===== config.mk =====
export PLATFORM = sky130hd
export DESIGN_NAME = baud_tick_gen
export DESIGN_NICKNAME = d
export VERILOG_FILES = /design/src/rtl/bt_pkg.sv /design/src/rtl/bt_rst_sync.sv /design/src/rtl/bt_frac_presc.sv /design/src/rtl/bt_reload_cnt.sv /design/src/rtl/bt_tick_shape.sv /design/src/rtl/baud_tick_gen.sv
export SDC_FILE = /design/constraint.sdc
export NUM_CORES = 1
export LEC_CHECK = 0
export ABC_AREA = 1
export BUFFER_PORTS_ARGS = -buffer_cell sky130_fd_sc_hd__buf_2
export CORE_AREA = 2 2 75 77
export CTS_BUF_LIST = sky130_fd_sc_hd__clkbuf_16
export CTS_CLUSTER_DIAMETER = 30
export CTS_CLUSTER_SIZE = 8
export DETAILED_ROUTE_END_ITERATION = 8
export DIE_AREA = 0 0 77 79
export SYNTH_ARGS = -nofsm -noshare
export SYNTH_HDL_FRONTEND = slang
export SYNTH_SLANG_ARGS = --single-unit

===== constraint.sdc =====
create_clock -name clk -period 1.03 [get_ports clk]
set_input_delay 0.206 -clock clk [delete_from_list [all_inputs] [get_ports clk]]
set_output_delay 0.206 -clock clk [all_outputs]
set_load 0.03 [all_outputs]

===== src/rtl/bt_pkg.sv =====
package bt_pkg;

  typedef enum logic {
    SER_ASYNC = 1'b0,
    SER_SYNC  = 1'b1
  } ser_mode_e;

  localparam int unsigned BT_ACC_W    = 10;
  localparam int unsigned BT_CNT_W    = 13;
  localparam int unsigned BT_SYNC_DIV = 8;

endpackage


===== src/rtl/bt_rst_sync.sv =====
module bt_rst_sync #(
  parameter int unsigned STAGES = 2
) (
  input  logic clk,
  input  logic rst_n,
  output logic rst_n_sync
);

  logic [STAGES-1:0] sh_q;
  logic [STAGES-1:0] sh_d;

  always_comb begin
    sh_d = {sh_q[STAGES-2:0], 1'b1};
  end

  always_ff @(posedge clk or negedge rst_n) begin
    if (!rst_n) begin
      sh_q <= '0;
    end else begin
      sh_q <= sh_d;
    end
  end

  assign rst_n_sync = sh_q[STAGES-1];

endmodule


===== src/rtl/bt_frac_presc.sv =====
module bt_frac_presc #(
  parameter int unsigned ACC_W       = 10,
  parameter bit          ZERO_BYPASS = 1'b1
) (
  input  logic             clk,
  input  logic             rst_n,
  input  logic             run,
  input  logic [ACC_W-1:0] step,
  output logic             en
);

  logic [ACC_W-1:0] acc_q;
  logic [ACC_W-1:0] acc_d;
  logic [ACC_W:0]   sum;
  logic             carry;

  always_comb begin
    sum   = {1'b0, acc_q} + {1'b0, step};
    carry = sum[ACC_W];
  end

  generate
    if (ZERO_BYPASS) begin : g_bypass
      always_comb begin
        en = run && ((step == '0) || carry);
      end
    end else begin : g_plain
      always_comb begin
        en = run && carry;
      end
    end
  endgenerate

  always_comb begin
    if (!run) begin
      acc_d = '0;
    end else begin
      acc_d = sum[ACC_W-1:0];
    end
  end

  always_ff @(posedge clk or negedge rst_n) begin
    if (!rst_n) begin
      acc_q <= '0;
    end else begin
      acc_q <= acc_d;
    end
  end

endmodule


===== src/rtl/bt_reload_cnt.sv =====
module bt_reload_cnt #(
  parameter int unsigned CNT_W = 13
) (
  input  logic             clk,
  input  logic             rst_n,
  input  logic             run,
  input  logic             en,
  input  logic [CNT_W-1:0] reload,
  output logic             uf
);

  logic [CNT_W-1:0] cnt_q;
  logic [CNT_W-1:0] cnt_d;
  logic             at_zero;

  always_comb begin
    at_zero = (cnt_q == '0);
    uf      = run && en && at_zero;
  end

  always_comb begin
    cnt_d = cnt_q;
    if (!run) begin
      cnt_d = reload;
    end else if (en) begin
      if (at_zero) begin
        cnt_d = reload;
      end else begin
        cnt_d = cnt_q - 1'b1;
      end
    end
  end

  always_ff @(posedge clk or negedge rst_n) begin
    if (!rst_n) begin
      cnt_q <= '0;
    end else begin
      cnt_q <= cnt_d;
    end
  end

endmodule


===== src/rtl/bt_tick_shape.sv =====
module bt_tick_shape
  import bt_pkg::*;
#(
  parameter int unsigned SYNC_DIV = 8
) (
  input  logic      clk,
  input  logic      rst_n,
  input  logic      run,
  input  ser_mode_e mode,
  input  logic      uf,
  output logic      async_tick,
  output logic      sync_tick
);

  localparam int unsigned SW = (SYNC_DIV > 1) ? $clog2(SYNC_DIV) : 1;
  localparam logic [SW-1:0] LAST = SW'(SYNC_DIV - 1);

  logic [SW-1:0] scnt_q;
  logic [SW-1:0] scnt_d;
  logic          at_q;
  logic          at_d;
  logic          st_q;
  logic          st_d;
  logic          sync_on;

  always_comb begin
    sync_on = run && (mode == SER_SYNC);
    at_d    = run && (mode == SER_ASYNC) && uf;
    st_d    = sync_on && uf && (scnt_q == LAST);
    scnt_d  = scnt_q;
    if (!sync_on) begin
      scnt_d = '0;
    end else if (uf) begin
      scnt_d = (scnt_q == LAST) ? '0 : scnt_q + 1'b1;
    end
  end

  always_ff @(posedge clk or negedge rst_n) begin
    if (!rst_n) begin
      scnt_q <= '0;
      at_q   <= 1'b0;
      st_q   <= 1'b0;
    end else begin
      scnt_q <= scnt_d;
      at_q   <= at_d;
      st_q   <= st_d;
    end
  end

  assign async_tick = at_q;
  assign sync_tick  = st_q;

endmodule


===== src/rtl/baud_tick_gen.sv =====
module baud_tick_gen
  import bt_pkg::*;
#(
  parameter int unsigned ACC_W    = BT_ACC_W,
  parameter int unsigned CNT_W    = BT_CNT_W,
  parameter int unsigned SYNC_DIV = BT_SYNC_DIV
) (
  input  logic             clk,
  input  logic             rst_n,
  input  logic             run_en,
  input  logic [CNT_W-1:0] reload_val,
  input  logic [ACC_W-1:0] frac_step,
  input  logic             mode_sel,
  output logic             async_tick,
  output logic             sync_tick
);

  logic      rst_n_i;
  logic      presc_en;
  logic      underflow;
  ser_mode_e mode;

  assign mode = ser_mode_e'(mode_sel);

  bt_rst_sync #(.STAGES(2)) u_rst (
    .clk        (clk),
    .rst_n      (rst_n),
    .rst_n_sync (rst_n_i)
  );

  bt_frac_presc #(.ACC_W(ACC_W), .ZERO_BYPASS(1'b1)) u_presc (
    .clk   (clk),
    .rst_n (rst_n_i),
    .run   (run_en),
    .step  (frac_step),
    .en    (presc_en)
  );

  bt_reload_cnt #(.CNT_W(CNT_W)) u_cnt (
    .clk    (clk),
    .rst_n  (rst_n_i),
    .run    (run_en),
    .en     (presc_en),
    .reload (reload_val),
    .uf     (underflow)
  );

  bt_tick_shape #(.SYNC_DIV(SYNC_DIV)) u_shape (
    .clk        (clk),
    .rst_n      (rst_n_i),
    .run        (run_en),
    .mode       (mode),
    .uf         (underflow),
    .async_tick (async_tick),
    .sync_tick  (sync_tick)
  );

endmodule


==> results_dict.tcl <==
set metrics [dict create \
    edff_count_synth 0 \
    design_area_um2 3387 \
    antenna_cells_inserted 0 \
    crit_cells 10 \
    worstPathArrival_ns 1.85 \
    start_kind "flip-flop" \
    die_w_um 77 \
    die_area_um2 6083 \
    synth.net_count 353 \
    global_route.usage.total_pct 21.94 \
    ys_top_cells_by_area "sky130_fd_sc_hd__dfrtp_1 (35%), sky130_fd_sc_hd__nand2_1 (17%), sky130_fd_sc_hd__nor2_1 (7.8%), sky130_fd_sc_hd__ha_1 (7.5%), sky130_fd_sc_hd__inv_1 (6.7%)" \
    peak_supply_drop_uv 1228 \
    start_util_pct 40.72 \
    layout_setup_ws_ns -0.6484 \
    fmaxAchievable_ghz 0.5958 \
    path_class "reg2reg" \
    clk_latency_ns 0.28 \
    min_period_over_period_pct 162.9 \
    p_total_w 0.007946 \
    grt_max_degree 20 \
    max_stage_delay_ns 0.36 \
    max_cap_viol_count 0 \
    clkTransAtPathRegs_ns 0.05 \
    ys_types 29 \
    number_of_drc_violations_after_detailed_routing 0 \
    worstPathBufferInverterCount 3 \
    power_density_nw_per_um2 2346 \
    final.setup_skew_ns 0.004740 \
    htreeDepth 2 \
    final.min_clock_period_ns 1.678 \
    ys_ff_latch 30 \
    synth_largest_type_area_fraction_pct 34.54 \
    routed_via_density 4.865 \
    grt_antenna_before_repair 0 \
    vias 2374 \
    grt_setup_unrepaired "true" \
    hold-path-cell-count 2 \
    synth_top_area_cell "sky130_fd_sc_hd__dfrtp_1" \
    drt_iter0_drc 100 \
    cts.sinks 30 \
    core.rowCount 27 \
    io_pins 29 \
    violations "negative setup slack" \
    num-nets-final 457 \
    synth.most_common_cell "sky130_fd_sc_hd__nand2_1" \
    dpl.hpwl_um 4246 \
    syn-cell-area_um2 2173 \
    pre_cts_ws_ns -0.7637 \
    worstPathMaxFanout 5 \
    grt_pass1_vias 2450 \
    placeableCoreArea_um2 5338 \
    post_synth_inst_count 312 \
    crit_end_element "flip-flop" \
    post-route-util_pct 63.46 \
    status "finished, violations left" \
    path_delay_family "adder cells" \
    yosysWarnings 0 \
    area_growth_syn_to_layout_pct 55.84 \
    final_hold_viol_count 0 \
    synthTopCellsByCount "sky130_fd_sc_hd__nand2_1 (96), sky130_fd_sc_hd__nor2_1 (45), sky130_fd_sc_hd__inv_1 (39), sky130_fd_sc_hd__dfrtp_1 (30), sky130_fd_sc_hd__nand3_1 (22)" \
    hold_slack_ns 0.1818 \
    leakage_nw 1.800 \
    layout-drive-gt1-share_pct 37.98 \
    min_path_type "in2reg" \
    synth.yosys.seq_area_share_pct 34.54 \
    grt_remaining_overflow 0 \
    detailed_place.area_um2 2898 \
    clk_path_buf_depth 2 \
    drt_pre_antenna_iters 4 \
    cts_inserted_buffers 5 \
    final-setup-viol-count 27 \
    r2r_cells 10 \
    routabilityCongestion 0.8926 \
    synth.avg_cell_area_um2 6.966 \
    critical_path.cell_chain "ha_2, inv_2, fa_2, inv_2, nand2_1, nand3_2, nand2_4, clkbuf_16, nand4_1, nand2_1" \
    cts_tree "done" \
    totalWireLength_um 6320 \
    drt-wirelength-per-cell_um 12.95 \
    synthArstFlopShare_pct 100.0 \
    chipHeight_um 79 \
    synthFlopType "sky130_fd_sc_hd__dfrtp_1" \
    grt_pass1_wl_um 10670 \
    crit_required_ns 1.20 \
    port-buffer-count 28 \
    antenna_violating_nets_post_route 0 \
    clk_root_buffer_cell "sky130_fd_sc_hd__clkbuf_16" \
    crit_slowest_cell "sky130_fd_sc_hd__fa_2" \
    number_of_max_slew_violations_in_the_final_report 0 \
]
-- through the flow --
stage | cells | setup TNS (ns)
6_report | 488 | -15.24
5_1_grt | 488 | -17.62
4_1_cts | 484 | -14.33
3_5_place_dp | 468 | -16.88
3_3_place_gp | 468 | -15.92
2_1_floorplan | 312 | -11.92
-- power by group --
group          switching (W)  internal, W
Clock               0.000525     0.000871
Sequential          0.000266      0.00154
Combinational        0.00232      0.00243
-- cells in the final DEF (no fill, tap or decap), types with 6 or more instances in the layout --
master                      netlist  layout
sky130_fd_sc_hd__buf_2            2      28
sky130_fd_sc_hd__buf_4            0      64
sky130_fd_sc_hd__buf_6            1       6
sky130_fd_sc_hd__clkbuf_16        0       6
sky130_fd_sc_hd__dfrtp_1         30      30
sky130_fd_sc_hd__ha_4             0       9
sky130_fd_sc_hd__inv_1           39      37
sky130_fd_sc_hd__nand2_1         96      88
sky130_fd_sc_hd__nand2_2          2       8
sky130_fd_sc_hd__nand3_1         22      19
sky130_fd_sc_hd__nand4_1         16      16
sky130_fd_sc_hd__nor2_1          45      40
sky130_fd_sc_hd__o21ai_0          8       6
sky130_fd_sc_hd__xor2_1           6       6
-- kinds of logic (layout without fill, tap and decap cells) --
| group | Yosys count | after routing | synth area share (%) |
|---|---|---|---|
| fa+ha+maj | 14 | 14 | 8.406 |
| compound gates | 22 | 22 | 5.527 |
| buf+inv | 46 | 149 | 9.154 |
| other cells | 1 | 1 | 0.1725 |
| xor+xnor | 10 | 10 | 4.030 |
| simple gates | 189 | 190 | 38.17 |
| flops | 30 | 30 | 34.54 |
-- worst reg2reg max path, cell delays in order, from the launching register on --
cell	delay [ns]
sky130_fd_sc_hd__dfrtp_1	0.33
sky130_fd_sc_hd__ha_2	0.19
sky130_fd_sc_hd__inv_2	0.05
sky130_fd_sc_hd__fa_2	0.36
sky130_fd_sc_hd__inv_2	0.07
sky130_fd_sc_hd__nand2_1	0.06
sky130_fd_sc_hd__nand3_2	0.10
sky130_fd_sc_hd__nand2_4	0.10
sky130_fd_sc_hd__clkbuf_16	0.17
sky130_fd_sc_hd__nand4_1	0.09
sky130_fd_sc_hd__nand2_1	0.05
-- cell type report --
| class | count | area (µm²) |
|---|---|---|
| Clock buffer | 5 | 125.1 |
| Clock inverter | 2 | 10.01 |
| Fill cell | 481 | 1951 |
| Inverter | 40 | 150.1 |
| Multi-Input combinational cell | 237 | 1503 |
| Sequential cell | 30 | 750.7 |
| Tap cell | 72 | 90.09 |
| Timing Repair Buffer | 102 | 758.2 |
-- per-layer routing --
layer,wire [µm],global-route usage (%),vias to the layer above
met3,228,3.750,11
met2,3221,39.65,43
met5,0,0,-
met1,2779,26.26,1116
met4,90,8.036,0
li1,-,-,1204
-- registers in the layout, summed over array words and instances, names as in the netlist --
signal and flops:
u_shape.async_tick 1, u_shape.scnt_q 3, u_shape.sync_tick 1, u_rst.sh_q 2
u_cnt.cnt_q 13, u_presc.acc_q 10
-- path summary, 6_finish.rpt --
| check | start | to | slack [ns] |
|---|---|---|---|
| max | u_presc.acc_q[0] | u_cnt.cnt_q[4] | -0.65 |
| min | mode_sel | u_shape.async_tick | 0.18 |
| max reg2reg | u_presc.acc_q[0] | u_cnt.cnt_q[4] | -0.65 |
| min reg2reg | u_rst.sh_q[1] | u_presc.acc_q[1] | 0.19 |
| max in group asynchronous | u_rst.sh_q[1] | u_shape.sync_tick | 0.56 |
| min in group asynchronous | u_rst.sh_q[1] | u_presc.acc_q[1] | 0.19 |
-- repair_timing --
item                                    in CTS  in global routing
cloned                                       1                  1
hold buffers                                 1                  0
endpoints found under the hold margin        2                  0
resized for setup                           31                 19
setup buffers                                7                  4
endpoints found under the setup margin      27                 27
pin swaps                                   20                 11
No activity file was read; power rests on OpenSTA's default activity.
